### src/rtl/tlb_pkg.sv
`timescale 1ns/1ps
package tlb_pkg;
    localparam int unsigned VPN_W   = 36;
    localparam int unsigned PFN_W   = 36;
    localparam int unsigned CTX_W   = 12;
    localparam int unsigned ATTR_W  = 12;
    localparam int unsigned GLB_BIT = 8;
    localparam int unsigned MID_LOW = 9;   // page-number bits covered by a 2 MB page
    localparam int unsigned BIG_LOW = 18;  // page-number bits covered by a 1 GB page

    typedef enum logic [1:0] {
        PG_4K  = 2'd0,
        PG_2M  = 2'd1,
        PG_1G  = 2'd2,
        PG_RSV = 2'd3
    } pg_size_e;

    typedef struct packed {
        logic [VPN_W-1:0]  vpn;
        logic [PFN_W-1:0]  pfn;
        logic [CTX_W-1:0]  ctx;
        pg_size_e          size;
        logic [ATTR_W-1:0] attr;
    } tlb_ent_t;

    // Bits of the page number that take part in the tag compare.
    function automatic logic [VPN_W-1:0] vpn_keep(pg_size_e s);
        logic [VPN_W-1:0] m;
        unique case (s)
            PG_2M:   m = {{(VPN_W-MID_LOW){1'b1}}, {MID_LOW{1'b0}}};
            PG_1G:   m = {{(VPN_W-BIG_LOW){1'b1}}, {BIG_LOW{1'b0}}};
            default: m = '1;
        endcase
        return m;
    endfunction

    // Bits of the frame number taken from the entry rather than the lookup.
    function automatic logic [PFN_W-1:0] pfn_keep(pg_size_e s);
        logic [PFN_W-1:0] m;
        unique case (s)
            PG_2M:   m = {{(PFN_W-MID_LOW){1'b1}}, {MID_LOW{1'b0}}};
            PG_1G:   m = {{(PFN_W-BIG_LOW){1'b1}}, {BIG_LOW{1'b0}}};
            default: m = '1;
        endcase
        return m;
    endfunction
endpackage

### src/rtl/tlb_match.sv
`timescale 1ns/1ps
module tlb_match
    import tlb_pkg::*;
(
    input  logic             vld,
    input  logic [VPN_W-1:0] e_vpn,
    input  logic [CTX_W-1:0] e_ctx,
    input  pg_size_e         e_size,
    input  logic             e_glob,
    input  logic [VPN_W-1:0] vpn,
    input  logic [CTX_W-1:0] ctx_id,
    input  logic             ctx_chk,
    output logic             match
);
    logic [VPN_W-1:0] keep;
    logic             tag_eq;
    logic             ctx_ok;

    always_comb begin
        keep   = vpn_keep(e_size);
        tag_eq = ((e_vpn ^ vpn) & keep) == '0;
        ctx_ok = !ctx_chk || e_glob || (e_ctx == ctx_id);
        match  = vld && tag_eq && ctx_ok;
    end
endmodule

### src/rtl/tlb_victim.sv
`timescale 1ns/1ps
module tlb_victim #(
    parameter int unsigned N_ENT = 16,
    parameter int unsigned IDX_W = 4
) (
    input  logic [N_ENT-1:0] vld,
    input  logic [IDX_W-1:0] rr_ptr,
    output logic [IDX_W-1:0] victim,
    output logic             full
);
    always_comb begin
        full   = &vld;
        victim = rr_ptr;
        for (int i = N_ENT - 1; i >= 0; i--) begin
            if (!vld[i]) victim = IDX_W'(i);
        end
    end
endmodule

### src/rtl/tlb_tagged.sv
`timescale 1ns/1ps
module tlb_tagged
    import tlb_pkg::*;
#(
    parameter int unsigned N_ENT = 16
) (
    input  logic              clk,
    input  logic              rst_n,
    input  logic              ctx_en,
    input  logic [CTX_W-1:0]  ctx_id,
    input  logic              lk_req,
    input  logic [VPN_W-1:0]  lk_vpn,
    input  logic              fill_en,
    input  logic [VPN_W-1:0]  fill_vpn,
    input  logic [PFN_W-1:0]  fill_pfn,
    input  logic [1:0]        fill_size,
    input  logic [ATTR_W-1:0] fill_attr,
    input  logic              inv_en,
    input  logic [VPN_W-1:0]  inv_vpn,
    input  logic              root_load,
    output logic              rsp_valid,
    output logic              rsp_hit,
    output logic [PFN_W-1:0]  rsp_pfn,
    output logic [1:0]        rsp_size,
    output logic [ATTR_W-1:0] rsp_attr
);
    localparam int unsigned IDX_W = (N_ENT > 1) ? $clog2(N_ENT) : 1;
    localparam logic [IDX_W-1:0] LAST = IDX_W'(N_ENT - 1);

    tlb_ent_t         ents_q [N_ENT];
    logic [N_ENT-1:0] valid_q, valid_d;
    logic [N_ENT-1:0] glob_vec, look_hit, inv_raw, flush_sel, kill, hit_vec;
    logic [IDX_W-1:0] rr_q, victim, hit_idx;
    logic             tbl_full, any_hit;
    tlb_ent_t         hit_ent;
    logic [PFN_W-1:0] frame_d;

    for (genvar g = 0; g < N_ENT; g++) begin : g_slot
        assign glob_vec[g] = ents_q[g].attr[GLB_BIT];

        tlb_match u_look (
            .vld(valid_q[g]), .e_vpn(ents_q[g].vpn), .e_ctx(ents_q[g].ctx),
            .e_size(ents_q[g].size), .e_glob(glob_vec[g]),
            .vpn(lk_vpn), .ctx_id(ctx_id), .ctx_chk(ctx_en), .match(look_hit[g])
        );

        tlb_match u_inv (
            .vld(valid_q[g]), .e_vpn(ents_q[g].vpn), .e_ctx(ents_q[g].ctx),
            .e_size(ents_q[g].size), .e_glob(glob_vec[g]),
            .vpn(inv_vpn), .ctx_id(ctx_id), .ctx_chk(1'b0), .match(inv_raw[g])
        );

        assign flush_sel[g] = root_load && valid_q[g] && !glob_vec[g] &&
                              (!ctx_en || (ents_q[g].ctx == ctx_id));
    end

    // Removals of this cycle act on the old contents and hide the entry
    // from a lookup in the same cycle.
    assign kill    = ({N_ENT{inv_en}} & inv_raw) | flush_sel;
    assign hit_vec = look_hit & ~kill;

    always_comb begin
        any_hit = |hit_vec;
        hit_idx = '0;
        for (int i = N_ENT - 1; i >= 0; i--) begin
            if (hit_vec[i]) hit_idx = IDX_W'(i);
        end
        hit_ent = ents_q[hit_idx];
        frame_d = (hit_ent.pfn & pfn_keep(hit_ent.size)) |
                  (PFN_W'(lk_vpn) & ~pfn_keep(hit_ent.size));
    end

    tlb_victim #(.N_ENT(N_ENT), .IDX_W(IDX_W)) u_victim (
        .vld(valid_q), .rr_ptr(rr_q), .victim(victim), .full(tbl_full)
    );

    always_comb begin
        valid_d = valid_q & ~kill;
        if (fill_en) valid_d[victim] = 1'b1;
    end

    always_ff @(posedge clk or negedge rst_n) begin
        if (!rst_n) begin
            valid_q <= '0;
            rr_q    <= '0;
        end else begin
            valid_q <= valid_d;
            if (fill_en && tbl_full) rr_q <= (rr_q == LAST) ? '0 : rr_q + 1'b1;
        end
    end

    always_ff @(posedge clk) begin
        if (fill_en) begin
            ents_q[victim] <= '{vpn: fill_vpn, pfn: fill_pfn, ctx: ctx_id,
                               size: pg_size_e'(fill_size), attr: fill_attr};
        end
    end

    always_ff @(posedge clk or negedge rst_n) begin
        if (!rst_n) begin
            rsp_valid <= 1'b0;
            rsp_hit   <= 1'b0;
            rsp_pfn   <= '0;
            rsp_size  <= '0;
            rsp_attr  <= '0;
        end else begin
            rsp_valid <= lk_req;
            rsp_hit   <= lk_req && any_hit;
            if (lk_req && any_hit) begin
                rsp_pfn  <= frame_d;
                rsp_size <= hit_ent.size;
                rsp_attr <= hit_ent.attr;
            end
        end
    end
endmodule

### config.mk
export PLATFORM = sky130hd
export DESIGN_NAME = tlb_tagged
export DESIGN_NICKNAME = d
export VERILOG_FILES = /design/src/rtl/tlb_pkg.sv /design/src/rtl/tlb_match.sv /design/src/rtl/tlb_victim.sv /design/src/rtl/tlb_tagged.sv
export SDC_FILE = /design/constraint.sdc
export NUM_CORES = 2
export LEC_CHECK = 0
export BUFFER_PORTS_ARGS = -buffer_cell sky130_fd_sc_hd__buf_2
export CAP_MARGIN = 20
export CELL_PAD_IN_SITES_DETAIL_PLACEMENT = 2
export CELL_PAD_IN_SITES_GLOBAL_PLACEMENT = 2
export CORE_MARGIN = 3
export CORE_UTILIZATION = 46
export DETAILED_ROUTE_END_ITERATION = 8
export GPL_ROUTABILITY_DRIVEN = 0
export PLACE_DENSITY_LB_ADDON = 0.1
export SLEW_MARGIN = 25
export SYNTH_ARGS = -nofsm -noshare
export SYNTH_HDL_FRONTEND = slang
export SYNTH_SLANG_ARGS = --single-unit
export TNS_END_PERCENT = 1
### constraint.sdc
create_clock -name clk -period 8.5 [get_ports clk]
set_clock_uncertainty 0.15 [all_clocks]
set_input_delay 0.425 -clock clk [delete_from_list [all_inputs] [get_ports clk]]
set_output_delay 0.425 -clock clk [all_outputs]
set_load 0.02 [all_outputs]
After elaboration in Yosys (flattened, before gate mapping)
Memory sizes are Yosys's and may differ from the RTL's. Cells that the tools add are included.

Bits in registers: 72. RAM bits: 1568. Output and inout port bits: 52. Word-level logic and storage cells: 389. Memories kept: 1.

Memory list: ents_q (depth 16, bits a word 98, read ports 17, clocked after memory_dff 0, write ports 1, line tlb_tagged.sv:30) `tlb_ent_t ents_q [N_ENT];`.

Add/subtract/negate cells: 1. Magnitude comparators: 2. Eq/ne operators: 51. Mux-type cells: 55. Bitwise gates (word level): 74. Reductions and logical operators: 198.

Operators with widths (count): $and 36x36->36 (34); $logic_not 36->1 (32); $xor 36x36->36 (32); $pmux 18 s2 (17); $eq 12x12->1 (16); $mux 4 (33); $logic_and 1x1->1 (99); $and 16x16->16 (3); $logic_or 1x1->1 (48); $not 36->36 (1); $or 36x36->36 (1); $eq 2x1->1 const B (17); $eq 2x2->1 const B (17); $or 16x16->16 (2); $logic_not 1->1 (17); $mux 16 (1); $not 16->16 (1); $reduce_and 16->1 (1); $reduce_or 16->1 (1); $lt 4x5->1 const B (1); $add 4x1->4 const B (1); $demux 1 s4 (1); $eq 4x4->1 const B (1); $ge 4x1->1 const B (1); $mux 1 (3).

Longest topological paths before layout
An unclocked memory read counts as a cell.

Word-level depth: 32. Mapped depth: 24.

Cells and area by module
Synthesis repeated with hierarchy kept, for this count alone.

Cells, all modules: 5510. Area, all modules: 78600.4 µm².

Modules (own cells, without submodules): tlb_tagged (times used 1, cells each 3236, area each 59619.7 µm², sequential area each 48886.9 µm²); tlb_match (times used 32, cells each 70, area each 586.8 µm², sequential area each 0.0 µm²); tlb_victim (times used 1, cells each 34, area each 202.7 µm², sequential area each 0.0 µm²).

Worst setup path before layout
Ideal clock, no wire load.

Kind: flip-flop to flip-flop. From: reg valid_q[15]. To: mem ents_q[4][0] in the netlist's numbering (enable). Setup time: 556 ps. Arrival time: 5893 ps. Data required time: 7794 ps. Slack: 1901 ps. Stages on the path, launching flop included: 15. Clock period less this slack: 6599 ps. Cells stage by stage: dfrtp_1 -> inv_1 -> o21ai_0 -> nand2_1 -> nand2_1 -> nand2_1 -> a21boi_0 -> o21ai_0 -> a21boi_0 -> o21ai_0 -> nand2_1 -> a21boi_0 -> or2_2 -> clkbuf_1 -> nor2_1.

Longest elaborated chain between the ends: 16.

RTL lines: start: declaration (line tlb_tagged.sv:31) `logic [N_ENT-1:0] valid_q, valid_d;`; start signal: assignment (line tlb_tagged.sv:87) `valid_q <= valid_d;`; $mux 4 (16 in series) (line tlb_victim.sv:15) `if (!vld[i]) victim = IDX_W'(i);`; end: declaration (line tlb_tagged.sv:30).

Every way passes these cells.

==> flow_summary.yaml <==
status:
  outcome: "finished, final reports clean"
drt:
  wl_per_cell_um: 36.5
  first_pass_iters: 6
  drt-total-wl_um: 279000
  post_drt_via_cell_ratio: 6.19
  drt_drc_violations_left: 0
  vias: 47200
  dr.first_iter.drc_count: 5418
  antenna_left: 0
cells_and_area:
  drive_above_1_share_pct: 12.1
  syn_to_final_growth_pct: 13.3
  final_core_util_pct: 52.5
  final_cells: 7626
  layout.nets: 5499
synth:
  synthDistinctLibCells: 84
  async_reset_ff_share_pct: 4.39
  synth_area_leaders: "edfxtp_1, xnor2_1, xor2_1"
  synth_most_common_cell: "edfxtp_1"
  syn_area_per_cell_um2: 15.0
  synth_edf_count: 1568
  yosys.area.top_type: "edfxtp_1"
  ys_seq_area_share_pct: 65.6
  syn_inst: 4969
  synth_flop_cell: "edfxtp_1"
  synthesis.nets: 5164
  yosysTopAreaCellShare_pct: 63.2
  yosysWarnings: 0
  synth_area_mm2: 0.0745
  synth_common_cells: "edfxtp_1, xnor2_1, xor2_1"
  synth_seq_cells: 1640
sta:
  post-route-min-period_ns: 7.02
  worst_slew_pin_slew_ns: 1.11
  slew_headroom_pct: 25.9
  hold_ws_ns: 0.0437
  period_share_pct: 82.6
  fin_tns_setup_ns: 0
  drv_slew: 0
  clock.fmax_ghz: 0.142
  setup_viol: 0
  rsz0062_at_grt: "false"
  hold_viol_final: 0
cts:
  cts.sinks: 1640
  cts-buffers-inserted: 178
  cts_tree: "done"
  clk_pin_slew_worst_paths_ns: 0.06
  cts_root_buf: "clkbuf_16"
  cts.path.max_buffers: 3
  ctsResizeCount: 0
  htreeDepth: 4
  clock_latency_ns: 0.83
critical_path:
  required_ns: 9.03
  critPathArrivalTime_ns: 7.55
  crit_type: "input port to flip-flop"
  end_kind: "flip-flop"
  reg2reg_from: "ents_q[13][79]"
  critPathLaunchType: "input port"
  critPathCapture: "rsp_pfn[0]"
  timing.rr.end: "rsp_pfn[0]"
  reg2reg_depth: 19
  startpoint: "ctx_id[7]"
  worst-r2r-setup-slack_ns: 1.79
  cp_max_fo: 24
global_routing:
  antenna_found_initial: 31
  grt_max_degree: 100
  overflow: 0
  track_usage_pct: 33.1
  grt_pass1_wl_um: 395000
  grt_pass1_vias: 51400
pwr:
  switching_share_pct: 26.2
  internal_power_uw: 14300
  pwr-share-comb_pct: 11.0
  p_switching_uw: 5100
  peakVddDrop_uv: 209
  power_density_mw_per_mm2: 230
  clock_power_share_pct: 39.0
  seq_power_share_pct: 50.0
  power_leakage_uw: 0.0276
floorplan:
  die_y_um: 408
  dieWidth_um: 408
  start_util_pct: 46.3
  row_count: 147
  core-area_mm2: 0.161
  ios: 229
  dieArea_mm2: 0.167
min_path:
  hp-class: "input port to flip-flop"
job:
  maxCapViolations: 0
placed_design:
  io_buffers: 228
  dp_cells: 7186
  hpwl_um: 168000
[flip-flops by register name, indices dropped and copies added (netlist names)]
register and count:
rsp_hit 1, rsp_size 2, valid_q 16, rsp_valid 1, ents_q 1568, rr_q 4
rsp_attr 12, rsp_pfn 36
[per-layer routing]
metal / track usage (%) / up-vias / part of all wire (%)
met5: 0 / - / 0.028
met4: 11.5 / 12 / 3.8
met3: 6.18 / 553 / 8.2
met2: 52.9 / 2209 / 47
met1: 45.4 / 25200 / 41
li1: - / 19300 / -
[worst max-delay path, stage by stage]
cell and delay [ns]:
dlygate4sd3_1 0.51, buf_2 0.49, buf_4 0.29, xor2_1 0.12, nor4_1 0.53, nand3_1 0.52, a21o_1 0.33, a2111o_2 0.53
and4b_4 0.25, a21oi_2 0.41, or2_2 0.61, buf_4 0.40, a21oi_1 0.08, o2bb2ai_1 0.14, or3_4 0.34, ha_1 0.31
inv_1 0.06, nor2_1 0.46, buf_4 0.25, o221ai_1 0.15, a21oi_1 0.17, a21oi_1 0.08
[how the worst min path moves through the flow]
| stage | cells after the start | to | start |
|---|---|---|---|
| after global placement | 1 | valid_q[2] | rst_n |
| after floorplan | 0 | rr_q[0] | rst_n |
| after global routing | 1 | ents_q[15][65] | fill_vpn[3] |
| final | 1 | ents_q[6][15] | ctx_id[1] |
| after detailed placement | 1 | valid_q[2] | rst_n |
| after CTS | 1 | ents_q[15][65] | fill_vpn[3] |
[stage by stage]
step                total power (µW)  cell area (µm²)  worst slack, ns
floorplan                      11000            74500             1.90
global placement               11800            77800             1.41
detailed placement             11900            77800             1.38
CTS                            19500            84200             1.50
global route                   20000            84400             1.31
finish                         19400            84400             1.48
[cells by family (layout without fill, tap and decap cells)]
logic type	count (synthesis)	count (layout)	synth area share (%)
xor gates and xnor gates	1345	1345	15.8
adders and majority gates	18	18	0.302
AOI/OAI and AO/OA	529	529	5.20
and+or+nand+nor	724	724	5.38
DFF	1640	1640	65.6
muxes	363	363	4.90
other	0	15	0
buffers and inverters	350	832	2.75
[final cells by class]
type / instances / area (µm²)
Clock inverter: 88 / 709
Sequential cell: 1640 / 48900
Antenna cell: 15 / 37.5
Fill cell: 14700 / 76400
Inverter: 56 / 210
Multi-Input combinational cell: 2979 / 23800
Timing Repair Buffer: 449 / 3240
Tap cell: 2160 / 2700
Clock buffer: 239 / 4810
[power by group through the flow]
stage          Combinational (µW)  Sequential [µW]  Clock, µW
2_1_floorplan                1120             9870          0
3_3_place_gp                 1960             9830          0
3_5_place_dp                 2030             9880          0
4_1_cts                      2090             9720       7660
5_1_grt                      2230             9760       7990
6_report                     2130             9720       7590
[cell usage in the layout, fill, tap and decap left out, types with 56 or more instances in the layout]
master,count
dfrtp_1,72
inv_1,56
mux2i_1,356
buf_4,112
nand2_1,101
nor3_1,66
edfxtp_1,1568
nor4_1,103
xor2_1,514
nand3_1,126
o21ai_0,71
clkbuf_16,181
a21oi_1,109
buf_2,227
nand4_1,172
xnor2_1,830
dlygate4sd3_1,94
[repair_timing]
item	in CTS	in global routing
hold endpoints to repair	1322	0
setup buffers	0	0
hold buffers	94	0
Power figures use the tool's default switching activity.
